<file path="src/rtl/chan_pkg.sv">
package chan_pkg;

    // Default channel attributes, one bit per channel number.
    localparam logic [31:0] DEF_PRESENT = 32'h7FFF_FB9F;
    localparam logic [31:0] DEF_READ    = 32'h2B00_B919;
    localparam logic [31:0] DEF_BLOCK   = 32'h7BA0_0219;
    localparam logic [31:0] DEF_NARROW  = 32'h0018_0000;

    // Outcome of a core access in the current cycle.
    typedef enum logic [1:0] {
        ACC_NONE = 2'd0,
        ACC_OK   = 2'd1,
        ACC_BAD  = 2'd2
    } acc_kind_e;

endpackage

</file>
<file path="src/rtl/chan_access_ctrl.sv">
module chan_access_ctrl
    import chan_pkg::*;
#(
    parameter int               NUM_CH       = 32,
    parameter int               CH_W         = 5,
    parameter logic [NUM_CH-1:0] PRESENT_MASK = '0,
    parameter logic [NUM_CH-1:0] READ_MASK    = '0,
    parameter logic [NUM_CH-1:0] BLOCK_MASK   = '0
) (
    input  logic              core_req,
    input  logic              core_wr,
    input  logic [CH_W-1:0]   core_ch,
    input  logic [NUM_CH-1:0] cnt_zero,
    output logic              stall,
    output acc_kind_e         acc_kind,
    output logic [NUM_CH-1:0] issue_vec
);

    logic dir_ok;
    logic wait_cnt;

    always_comb begin
        // Legal only if the channel exists and the direction matches.
        dir_ok   = PRESENT_MASK[core_ch] && (core_wr != READ_MASK[core_ch]);
        wait_cnt = dir_ok && BLOCK_MASK[core_ch] && cnt_zero[core_ch];
        stall    = core_req && wait_cnt;

        acc_kind  = ACC_NONE;
        issue_vec = '0;
        if (core_req && !wait_cnt) begin
            if (dir_ok) begin
                acc_kind           = ACC_OK;
                issue_vec[core_ch] = 1'b1;
            end else begin
                acc_kind = ACC_BAD;
            end
        end
    end

endmodule

</file>
<file path="src/rtl/chan_slot.sv">
module chan_slot #(
    parameter int DATA_W   = 32,
    parameter int CNT_MAX  = 4,
    parameter int INIT_CNT = 0,
    parameter bit PRESENT  = 1'b1,
    parameter bit IS_READ  = 1'b0,
    localparam int CNT_W   = $clog2(CNT_MAX + 1)
) (
    input  logic              clk,
    input  logic              rst_n,
    input  logic              issue_i,
    input  logic              done_i,
    input  logic [DATA_W-1:0] push_data_i,
    output logic [CNT_W-1:0]  cnt_o,
    output logic [DATA_W-1:0] data_o
);

    localparam logic [CNT_W-1:0] CNT_TOP  = CNT_W'(CNT_MAX);
    localparam logic [CNT_W-1:0] CNT_INIT = CNT_W'(INIT_CNT);

    typedef struct packed {
        logic [CNT_W-1:0]  cnt;
        logic [DATA_W-1:0] data;
    } slot_t;

    slot_t s_d, s_q;
    logic  done_eff;

    always_comb begin
        s_d      = s_q;
        done_eff = done_i && PRESENT;

        if (issue_i && !done_eff) begin
            // Floor at zero: a non-blocking access at zero leaves it there.
            if (s_q.cnt != '0) s_d.cnt = s_q.cnt - 1'b1;
        end else if (done_eff && !issue_i) begin
            if (s_q.cnt != CNT_TOP) s_d.cnt = s_q.cnt + 1'b1;
        end

        if (done_eff && IS_READ) s_d.data = push_data_i;
    end

    always_ff @(posedge clk) begin
        if (!rst_n) begin
            s_q.cnt  <= CNT_INIT;
            s_q.data <= '0;
        end else begin
            s_q <= s_d;
        end
    end

    assign cnt_o  = s_q.cnt;
    assign data_o = s_q.data;

endmodule

</file>
<file path="src/rtl/chan_resp.sv">
module chan_resp
    import chan_pkg::*;
#(
    parameter int               NUM_CH      = 32,
    parameter int               CH_W        = 5,
    parameter int               DATA_W      = 32,
    parameter int               CNT_W       = 3,
    parameter int               NARROW_W    = 16,
    parameter logic [NUM_CH-1:0] NARROW_MASK = '0
) (
    input  logic              clk,
    input  logic              rst_n,
    input  acc_kind_e         acc_kind,
    input  logic              core_wr,
    input  logic [CH_W-1:0]   core_ch,
    input  logic [DATA_W-1:0] core_wdata,
    input  logic [DATA_W-1:0] sel_data,
    input  logic              cnt_query,
    input  logic [CNT_W-1:0]  sel_cnt,
    output logic              core_ack,
    output logic              core_err,
    output logic [DATA_W-1:0] core_rdata,
    output logic [NUM_CH-1:0] ctl_wr_valid,
    output logic [DATA_W-1:0] ctl_wr_data,
    output logic [CNT_W-1:0]  cnt_value
);

    localparam logic [DATA_W-1:0] LOW_KEEP =
        {{(DATA_W-NARROW_W){1'b0}}, {NARROW_W{1'b1}}};

    typedef struct packed {
        logic              ack;
        logic              err;
        logic [DATA_W-1:0] rdata;
        logic [NUM_CH-1:0] wr_vld;
        logic [DATA_W-1:0] wr_data;
        logic [CNT_W-1:0]  cnt;
    } rsp_t;

    rsp_t r_d, r_q;

    always_comb begin
        r_d         = r_q;
        r_d.ack     = (acc_kind != ACC_NONE);
        r_d.err     = (acc_kind == ACC_BAD);
        r_d.rdata   = '0;
        r_d.wr_vld  = '0;
        r_d.wr_data = '0;

        if (acc_kind == ACC_OK) begin
            if (core_wr) begin
                r_d.wr_vld[core_ch] = 1'b1;
                r_d.wr_data = NARROW_MASK[core_ch] ? (core_wdata & LOW_KEEP)
                                                   : core_wdata;
            end else begin
                r_d.rdata = sel_data;
            end
        end

        if (cnt_query) r_d.cnt = sel_cnt;
    end

    always_ff @(posedge clk) begin
        if (!rst_n) r_q <= '0;
        else        r_q <= r_d;
    end

    assign core_ack     = r_q.ack;
    assign core_err     = r_q.err;
    assign core_rdata   = r_q.rdata;
    assign ctl_wr_valid = r_q.wr_vld;
    assign ctl_wr_data  = r_q.wr_data;
    assign cnt_value    = r_q.cnt;

endmodule

</file>
<file path="src/rtl/chan_bank.sv">
module chan_bank
    import chan_pkg::*;
#(
    parameter int                NUM_CH       = 32,
    parameter int                DATA_W       = 32,
    parameter int                CNT_MAX      = 4,
    parameter int                WR_INIT      = 1,
    parameter int                RD_INIT      = 0,
    parameter int                NARROW_W     = 16,
    parameter logic [NUM_CH-1:0] PRESENT_MASK = NUM_CH'(DEF_PRESENT),
    parameter logic [NUM_CH-1:0] READ_MASK    = NUM_CH'(DEF_READ),
    parameter logic [NUM_CH-1:0] BLOCK_MASK   = NUM_CH'(DEF_BLOCK),
    parameter logic [NUM_CH-1:0] NARROW_MASK  = NUM_CH'(DEF_NARROW),
    localparam int               CH_W         = $clog2(NUM_CH),
    localparam int               CNT_W        = $clog2(CNT_MAX + 1)
) (
    input  logic                     clk,
    input  logic                     rst_n,
    input  logic                     core_req,
    input  logic                     core_wr,
    input  logic [CH_W-1:0]          core_ch,
    input  logic [DATA_W-1:0]        core_wdata,
    output logic                     core_stall,
    output logic                     core_ack,
    output logic                     core_err,
    output logic [DATA_W-1:0]        core_rdata,
    input  logic                     cnt_query,
    output logic [CNT_W-1:0]         cnt_value,
    input  logic [NUM_CH-1:0]        ctl_done,
    input  logic [NUM_CH*DATA_W-1:0] ctl_rd_data,
    output logic [NUM_CH-1:0]        ctl_wr_valid,
    output logic [DATA_W-1:0]        ctl_wr_data
);

    logic [NUM_CH-1:0]       cnt_zero;
    logic [NUM_CH-1:0]       issue_vec;
    logic [NUM_CH*CNT_W-1:0] cnt_flat;
    logic [CNT_W-1:0]        slot_cnt  [NUM_CH];
    logic [DATA_W-1:0]       slot_data [NUM_CH];
    logic [CNT_W-1:0]        sel_cnt;
    logic [DATA_W-1:0]       sel_data;
    acc_kind_e               acc_kind;

    chan_access_ctrl #(
        .NUM_CH       (NUM_CH),
        .CH_W         (CH_W),
        .PRESENT_MASK (PRESENT_MASK),
        .READ_MASK    (READ_MASK),
        .BLOCK_MASK   (BLOCK_MASK)
    ) u_ctrl (
        .core_req  (core_req),
        .core_wr   (core_wr),
        .core_ch   (core_ch),
        .cnt_zero  (cnt_zero),
        .stall     (core_stall),
        .acc_kind  (acc_kind),
        .issue_vec (issue_vec)
    );

    for (genvar g = 0; g < NUM_CH; g++) begin : g_slot
        localparam int SLOT_INIT = PRESENT_MASK[g] ? (READ_MASK[g] ? RD_INIT : WR_INIT) : 0;

        chan_slot #(
            .DATA_W   (DATA_W),
            .CNT_MAX  (CNT_MAX),
            .INIT_CNT (SLOT_INIT),
            .PRESENT  (PRESENT_MASK[g]),
            .IS_READ  (READ_MASK[g])
        ) u_slot (
            .clk         (clk),
            .rst_n       (rst_n),
            .issue_i     (issue_vec[g]),
            .done_i      (ctl_done[g]),
            .push_data_i (ctl_rd_data[g*DATA_W +: DATA_W]),
            .cnt_o       (slot_cnt[g]),
            .data_o      (slot_data[g])
        );

        assign cnt_zero[g]                 = (slot_cnt[g] == '0);
        assign cnt_flat[g*CNT_W +: CNT_W]  = slot_cnt[g];
    end

    always_comb begin
        sel_cnt  = slot_cnt[core_ch];
        sel_data = slot_data[core_ch];
    end

    chan_resp #(
        .NUM_CH      (NUM_CH),
        .CH_W        (CH_W),
        .DATA_W      (DATA_W),
        .CNT_W       (CNT_W),
        .NARROW_W    (NARROW_W),
        .NARROW_MASK (NARROW_MASK)
    ) u_resp (
        .clk          (clk),
        .rst_n        (rst_n),
        .acc_kind     (acc_kind),
        .core_wr      (core_wr),
        .core_ch      (core_ch),
        .core_wdata   (core_wdata),
        .sel_data     (sel_data),
        .cnt_query    (cnt_query),
        .sel_cnt      (sel_cnt),
        .core_ack     (core_ack),
        .core_err     (core_err),
        .core_rdata   (core_rdata),
        .ctl_wr_valid (ctl_wr_valid),
        .ctl_wr_data  (ctl_wr_data),
        .cnt_value    (cnt_value)
    );

endmodule

</file>
<file path="config.mk">
export PLATFORM = sky130hd
export DESIGN_NAME = chan_bank
export DESIGN_NICKNAME = d
export VERILOG_FILES = /design/src/rtl/chan_pkg.sv /design/src/rtl/chan_access_ctrl.sv /design/src/rtl/chan_slot.sv /design/src/rtl/chan_resp.sv /design/src/rtl/chan_bank.sv
export SDC_FILE = /design/constraint.sdc
export NUM_CORES = 1
export LEC_CHECK = 0
export BUFFER_PORTS_ARGS = -buffer_cell sky130_fd_sc_hd__buf_2
export CAP_MARGIN = 20
export CORE_AREA = 2 2 472 474
export DETAILED_ROUTE_END_ITERATION = 12
export DIE_AREA = 0 0 474 476
export HOLD_SLACK_MARGIN = 0.02
export MAX_ROUTING_LAYER = met4
export PLACE_DENSITY = 0.41
export SLEW_MARGIN = 5
export SYNTH_ARGS = -nofsm -noshare
export SYNTH_HDL_FRONTEND = slang
export SYNTH_SLANG_ARGS = --single-unit
</file>
<file path="constraint.sdc">
create_clock -name clk -period 12.85 [get_ports clk]
set_clock_uncertainty 0.05 [all_clocks]
set_input_delay 2.57 -clock clk [delete_from_list [all_inputs] [get_ports clk]]
set_output_delay 2.57 -clock clk [all_outputs]
set_load 0.03 [all_outputs]
</file>
Word-level counts from Yosys, hierarchy flattened. Memories as Yosys holds them, arrays and structs flattened. Cells that the tools add are included. W data, S select, Z words.

Logic and storage cells: 586. Memories: 4. Input bits: 1098. ROM bits: 128. Register bits: 581. Output and inout bits: 102.

Add/sub/neg operators: 60. $lt $le $gt $ge: 3. Equal/unequal tests: 59. Mux-type cells: 130. Bitwise gates (word level): 4. Reductions and logical operators: 275.

Memories: (no name shown) (words 32, bits a word 1, rd ports 1, clocked after Yosys merged registers in 0, wr ports 0, RTL line chan_resp.sv:53) `r_d.wr_data = NARROW_MASK[core_ch] ? (core_wdata & LOW_KEEP)`; (no name shown) (words 32, bits a word 1, rd ports 1, clocked after Yosys merged registers in 0, wr ports 0, RTL line chan_access_ctrl.sv:24) `dir_ok = PRESENT_MASK[core_ch] && (core_wr != READ_MASK[core_ch]);`; (no name shown) (words 32, bits a word 1, rd ports 1, clocked after Yosys merged registers in 0, wr ports 0, RTL line chan_access_ctrl.sv:24); (no name shown) (words 32, bits a word 1, rd ports 1, clocked after Yosys merged registers in 0, wr ports 0, RTL line chan_access_ctrl.sv:25) `wait_cnt = dir_ok && BLOCK_MASK[core_ch] && cnt_zero[core_ch];`.

Operators with widths (count): $mux W3 (114); $bmux W32 S5 (1); $mux W32 (4); $reduce_bool A2 Y1 (57); $logic_not A3 Y1 (32); $reduce_bool A3 Y1 (32); $sub A3 B1 Y3 const B (32); $reduce_and A3 Y1 (29); $add A3 B1 Y3 const B (28); $ne A3 B3 Y1 const B (28); $logic_and A1 B1 Y1 (62); $logic_not A1 Y1 (57); $ne A2 B2 Y1 const B (28); $bmux W3 S5 (1); $reduce_and A2 Y1 (4); $ge A6 B6 Y1 const B (1); $lt A5 B6 Y1 const B (1); $mux W1 (6); $not A5 Y6 (1); $bmux W1 S5 (1); $demux W1 S5 (1); $ge A5 B1 Y1 const B (1); $mux W2 (2); $reduce_or A4 Y1 (1); 5 further kinds (7).

Depth between registers and ports, before layout.
Depth after elaboration: 13. Mapped depth: 20. Gate-level depth less buffers: 15.

Cells and area by module. A second synthesis with hierarchy kept.

Cell total of the unflattened synthesis: 4422. Area total of the unflattened synthesis: 39063.7 um^2.

By module, submodules not included: chan_slot at g_slot[0].u_slot ... (area an instance 1352.5 um^2, cells each 130, instances 12, seq. area each 700.7 um^2); chan_bank (area an instance 9785.6 um^2, cells each 1300, instances 1, seq. area each 0.0 um^2); chan_slot at g_slot[14].u_slot ... (area an instance 470.5 um^2, cells each 61, instances 16, seq. area each 60.1 um^2); chan_resp (area an instance 2832.7 um^2, cells each 254, instances 1, seq. area each 2021.9 um^2); chan_slot at g_slot[10].u_slot ... (area an instance 409.1 um^2, cells each 49, instances 4, seq. area each 60.1 um^2); chan_access_ctrl (area an instance 1051.0 um^2, cells each 136, instances 1, seq. area each 0.0 um^2).

Worst setup path before layout. Ideal clock, no wire load.

Kind: in2out. From: input core_ch[0]. To: output core_stall. Path buffers: 5. Arrival time: 5.339 ns. Stages on the path: 12. Setup slack: 4.891 ns. Data required time: 10.230 ns. Cell sequence: buf_2 > inv_1 > buf_1 > clkbuf_1 > ha_1 > nor2b_1 > o311ai_0 > and3_1 > o211a_1 > buf_4 > buf_2 > and3_1.

Word-level cells in the longest chain between the ends: 7. Elaborated cells on any way between the ends: 13. Those cells by class: 1 x eq/ne; 5 x mux; 4 x reduce/logical; 3 x memory.

RTL lines: from (decl) (RTL line chan_bank.sv:21) `input logic [CH_W-1:0] core_ch,`; $mem_v2 Z32 W1; $mux W1 (not written as such) (RTL line chan_access_ctrl.sv:24); $ne A1 B1 Y1 (RTL line chan_access_ctrl.sv:24); $logic_and A1 B1 Y1 (RTL line chan_access_ctrl.sv:24); $logic_and A1 B1 Y1 (RTL line chan_access_ctrl.sv:25); $logic_and A1 B1 Y1 (*) (RTL line chan_access_ctrl.sv:25); $logic_and A1 B1 Y1 (*) (RTL line chan_access_ctrl.sv:26) `stall = core_req && wait_cnt;`; to (decl) (RTL line chan_bank.sv:23) `output logic core_stall,`.

Every way passes the cells marked *; elsewhere a longest branch is shown, timed or not. The select of a mux whose other input is x is not followed.

Worst setup path in the final report. Ends and elaborated chain as after synthesis.

==> impl_results.md <==
- Status: finished, final reports clean
- CTS sink count: about 580
- Mux contribution to synthesized area: 20.3%
- Combinational Power Share: roughly 12%
- Worst EP arrival: 5.41 ns
- Asr flop ratio synth: 0%
- Pre-Repair DR Iteration Count: 5
- TNS Setup: 0 ns
- Switching power: 1.44 mW
- Setup slack after layout: just under 5 ns
- Post-route ant nets: 0
- Synth Warn #: 0
- HP Class: flop to flop
- Die Height: 476 µm
- IO Pins: 1200
- Drt drc: 0
- Adder-cell share of the synthesized area: 2.47%
- Startpoint types: input port
- Avg WL per Cell: 20.1 µm
- Nets@finish: 4629
- Max Freq: 124 MHz
- Worst Hold End: u_resp.cnt_value[2]
- Vias in the first global route: 23500
- Post-Syn Instances: roughly 3000
- Netlist cell types: 83
- Simple logic cell fraction of the synthesized area: 16.0%
- Seq/Total Area, Yosys: 42.0%
- Initial Utilization: 12.5%
- Worst hold stages: 2
- Core area: about 0.22 mm²
- Vias: 24100
- Number of core rows: 173
- Power Total: between 5 and 6 mW
- Max Cap Viol: 0
- Pin count of the biggest net entering global routing: 173
- R2r setup slk: 8.64 ns
- Routability cong.: 0.795
- Worst vdd ir: 0.0000935 V
- Quantity of hold-fixing buffers added after cts: 0
- Leak: approximately 15 nW
- Sequential power share: 39.0%
- Synth Area in Compound Gates: 12.9%
- Max FO, Critical Path: 23
- Area growth from synthesis to final layout: 32.8%
- Startpoint of the worst-slack reg-to-reg timing path: g_slot[11].u_slot.cnt_o[1]
- H-tree lvl count: 3
- Worst-path clk slew: 0.06 ns
- CTS root buf: clkbuf_16
- EDFF count, synth: 0
- Tcrit/Tclk final: 62.5%
- First-pass GRT wire length: 182 mm
- Die X-Extent: 474 µm
- Total grt overflow: 0
- Die area: 0.226 mm²
- Clk_lat worst skew: 0.73 ns
- DP HPWL: between 90 and 100 mm
- CTS tree: done
- Largest family of logic cells by synthesized area: multiplexers
- Final Hold Fails: 0
- Hold Path Origin: u_resp.cnt_value[2]
- Pre-CTS setup slack: 4.76 ns
- DR vias/cell: 3.65
- RSZ-0062 raised after global routing: no
- Slew @ Worst Pin: approximately 1.1 ns
- R2R cell count: 11
- # Post-CTS Setup Buffers: 0
- Layout cells sized above 1: 23.8%
- R2R Path End: g_slot[28].u_slot.cnt_o[2]
- Starting DRC count in detailed routing: 1360
- Critical path class: input port to primary output
- Yosys reg bits: 581
- Int Power: around 3.6 mW
- Worst Setup End Kind: primary output
- Synth Flop Type: dfxtp_1
- Clock share of power: 48.5%
- Final wirelength: about 130 mm
- Mapped cell area: 0.0277 mm²
- Max-Slew Margin vs Limit: 24.8%
- Tot GR Track Use: about an eighth
- Clock buffer depth: 3
- Fin crit period: roughly 8 ns
- Xor and xnor area share after synthesis: 2.12%
- Req. time, crit path: ~10 ns
- Power Density: ~140 mW/mm²
- # setup viols final: 0
- Average cell area after synthesis: 9.10 µm²
- Max-slew violations: 0
- CTS buffer count: 79
- Post-cts resize count: 0
- Sw Share: 28.5%
- Initial antenna violation count: slightly above 100
- Port Buf Inserts: 555
[per-stage QoR]
step                utilization (%)  instance area, µm²  std cells  hold slack (ns)
floorplan                         -               27700       3043            0.396
CTS                            16.5               36500       6524            0.440
global placement               15.2               33700       6383            0.418
detailed placement             15.2               33700       6383            0.427
global route                   16.6               36700       6597            0.463
finish                         16.6               36700       6604            0.436
[final cells by class]
type / instances / area (µm²)
antenna: 80 / 200
multi-input combinational: 2156 / 14900
inverter: 76 / 293
fill: 24900 / 184000
timing repair buffer: 595 / 3140
clock buffer: 103 / 2200
tap: 2975 / 3720
sequential: 581 / 11600
clock inverter: 38 / 667
[power by group through the flow]
stage          sequential (mW)  clock (mW)  combinational (mW)
3_3_place_gp              2.01           0               0.638
6_report                  1.98        2.46               0.630
4_1_cts                   1.98        2.56               0.647
2_1_floorplan             1.99           0               0.397
5_1_grt                   1.99        2.62               0.701
3_5_place_dp              2.01           0               0.644
[cell usage after synthesis (5+ instances only)]
cell	count	area [µm²]
nor2b_1	21	131
nor3b_1	9	67.6
a211oi_1	33	248
nand3b_1	7	52.6
a211o_1	6	52.6
and3_1	13	81.3
mux4_2	29	653
o21ai_0	87	435
or4_1	8	60.1
nand2b_1	26	163
o31ai_1	7	52.6
and2_1	38	238
a21oi_1	154	771
a22o_1	10	87.6
ha_1	21	263
o211a_1	6	60.1
xnor2_1	28	245
nor2_1	625	2350
o22ai_1	59	369
o211ai_1	44	330
xor2_1	39	342
nor4b_1	5	43.8
nand3_1	23	115
buf_1	43	161
nand2_1	89	334
mux2i_1	453	4530
inv_1	76	285
a31oi_1	12	75.1
or2_2	17	106
nor4_1	17	106
fa_1	21	420
nand4_1	8	50.1
or3_1	13	81.3
o311ai_0	6	52.6
a22oi_1	47	353
nor3_1	55	275
dfxtp_1	581	11600
mux2_2	37	417
buf_2	8	40.0
o2111ai_1	11	96.3
clkbuf_1	172	646
[how the worst max path moves through the flow]
stage | from | end | depth (start not counted) | slack (ns)
after floorplan | core_ch[0] | core_stall | 12 | 4.89
after global placement | core_ch[0] | core_stall | 9 | 4.80
after detailed placement | core_ch[0] | core_stall | 9 | 4.76
after CTS | core_ch[0] | core_stall | 9 | 4.75
after global routing | core_ch[0] | core_stall | 9 | 4.62
final | core_ch[0] | core_stall | 9 | 4.82
[registers in the layout, summed over array words and instances (netlist names)]
register              cells
u_resp.ctl_wr_valid      32
u_resp.core_ack           1
u_resp.ctl_wr_data       32
g_slot.u_slot.data_o    384
u_resp.core_rdata        32
u_resp.core_err           1
u_resp.cnt_value          3
g_slot.u_slot.cnt_o      96
[cells by family (layout without fill, tap and decap cells)]
logic type	Yosys count	in the layout
compound gates	534	534
flops	581	581
mux	519	519
fa+ha+maj	42	42
xor+xnor	67	67
other cells	1	82
buf+inv	306	812
simple gates	992	992
[worst max-delay path, cell delays in order]
cell      delay [ns]
buf_6           0.17
inv_2           0.40
ha_1            0.68
mux2_2          0.27
a211oi_1        0.07
nor3_1          0.30
o2111a_1        0.38
and3_1          0.28
buf_2           0.24
[layout by cell type, fill, tap and decap left out, types with 59 or more instances in the layout]
cell,instances
nor2_1,624
dfxtp_1,581
buf_2,544
mux2i_1,453
a21oi_1,154
o21ai_0,87
nand2_1,87
diode_2,80
clkbuf_16,79
inv_1,72
o22ai_1,59
[routing by layer]
metal	wire length (µm)	GRT usage, %
met1	55200	13.6
met2	61900	18.8
met3	11200	4.10
met4	4360	4.15
met5	0	-
No activity file was read; power rests on OpenSTA's default activity.
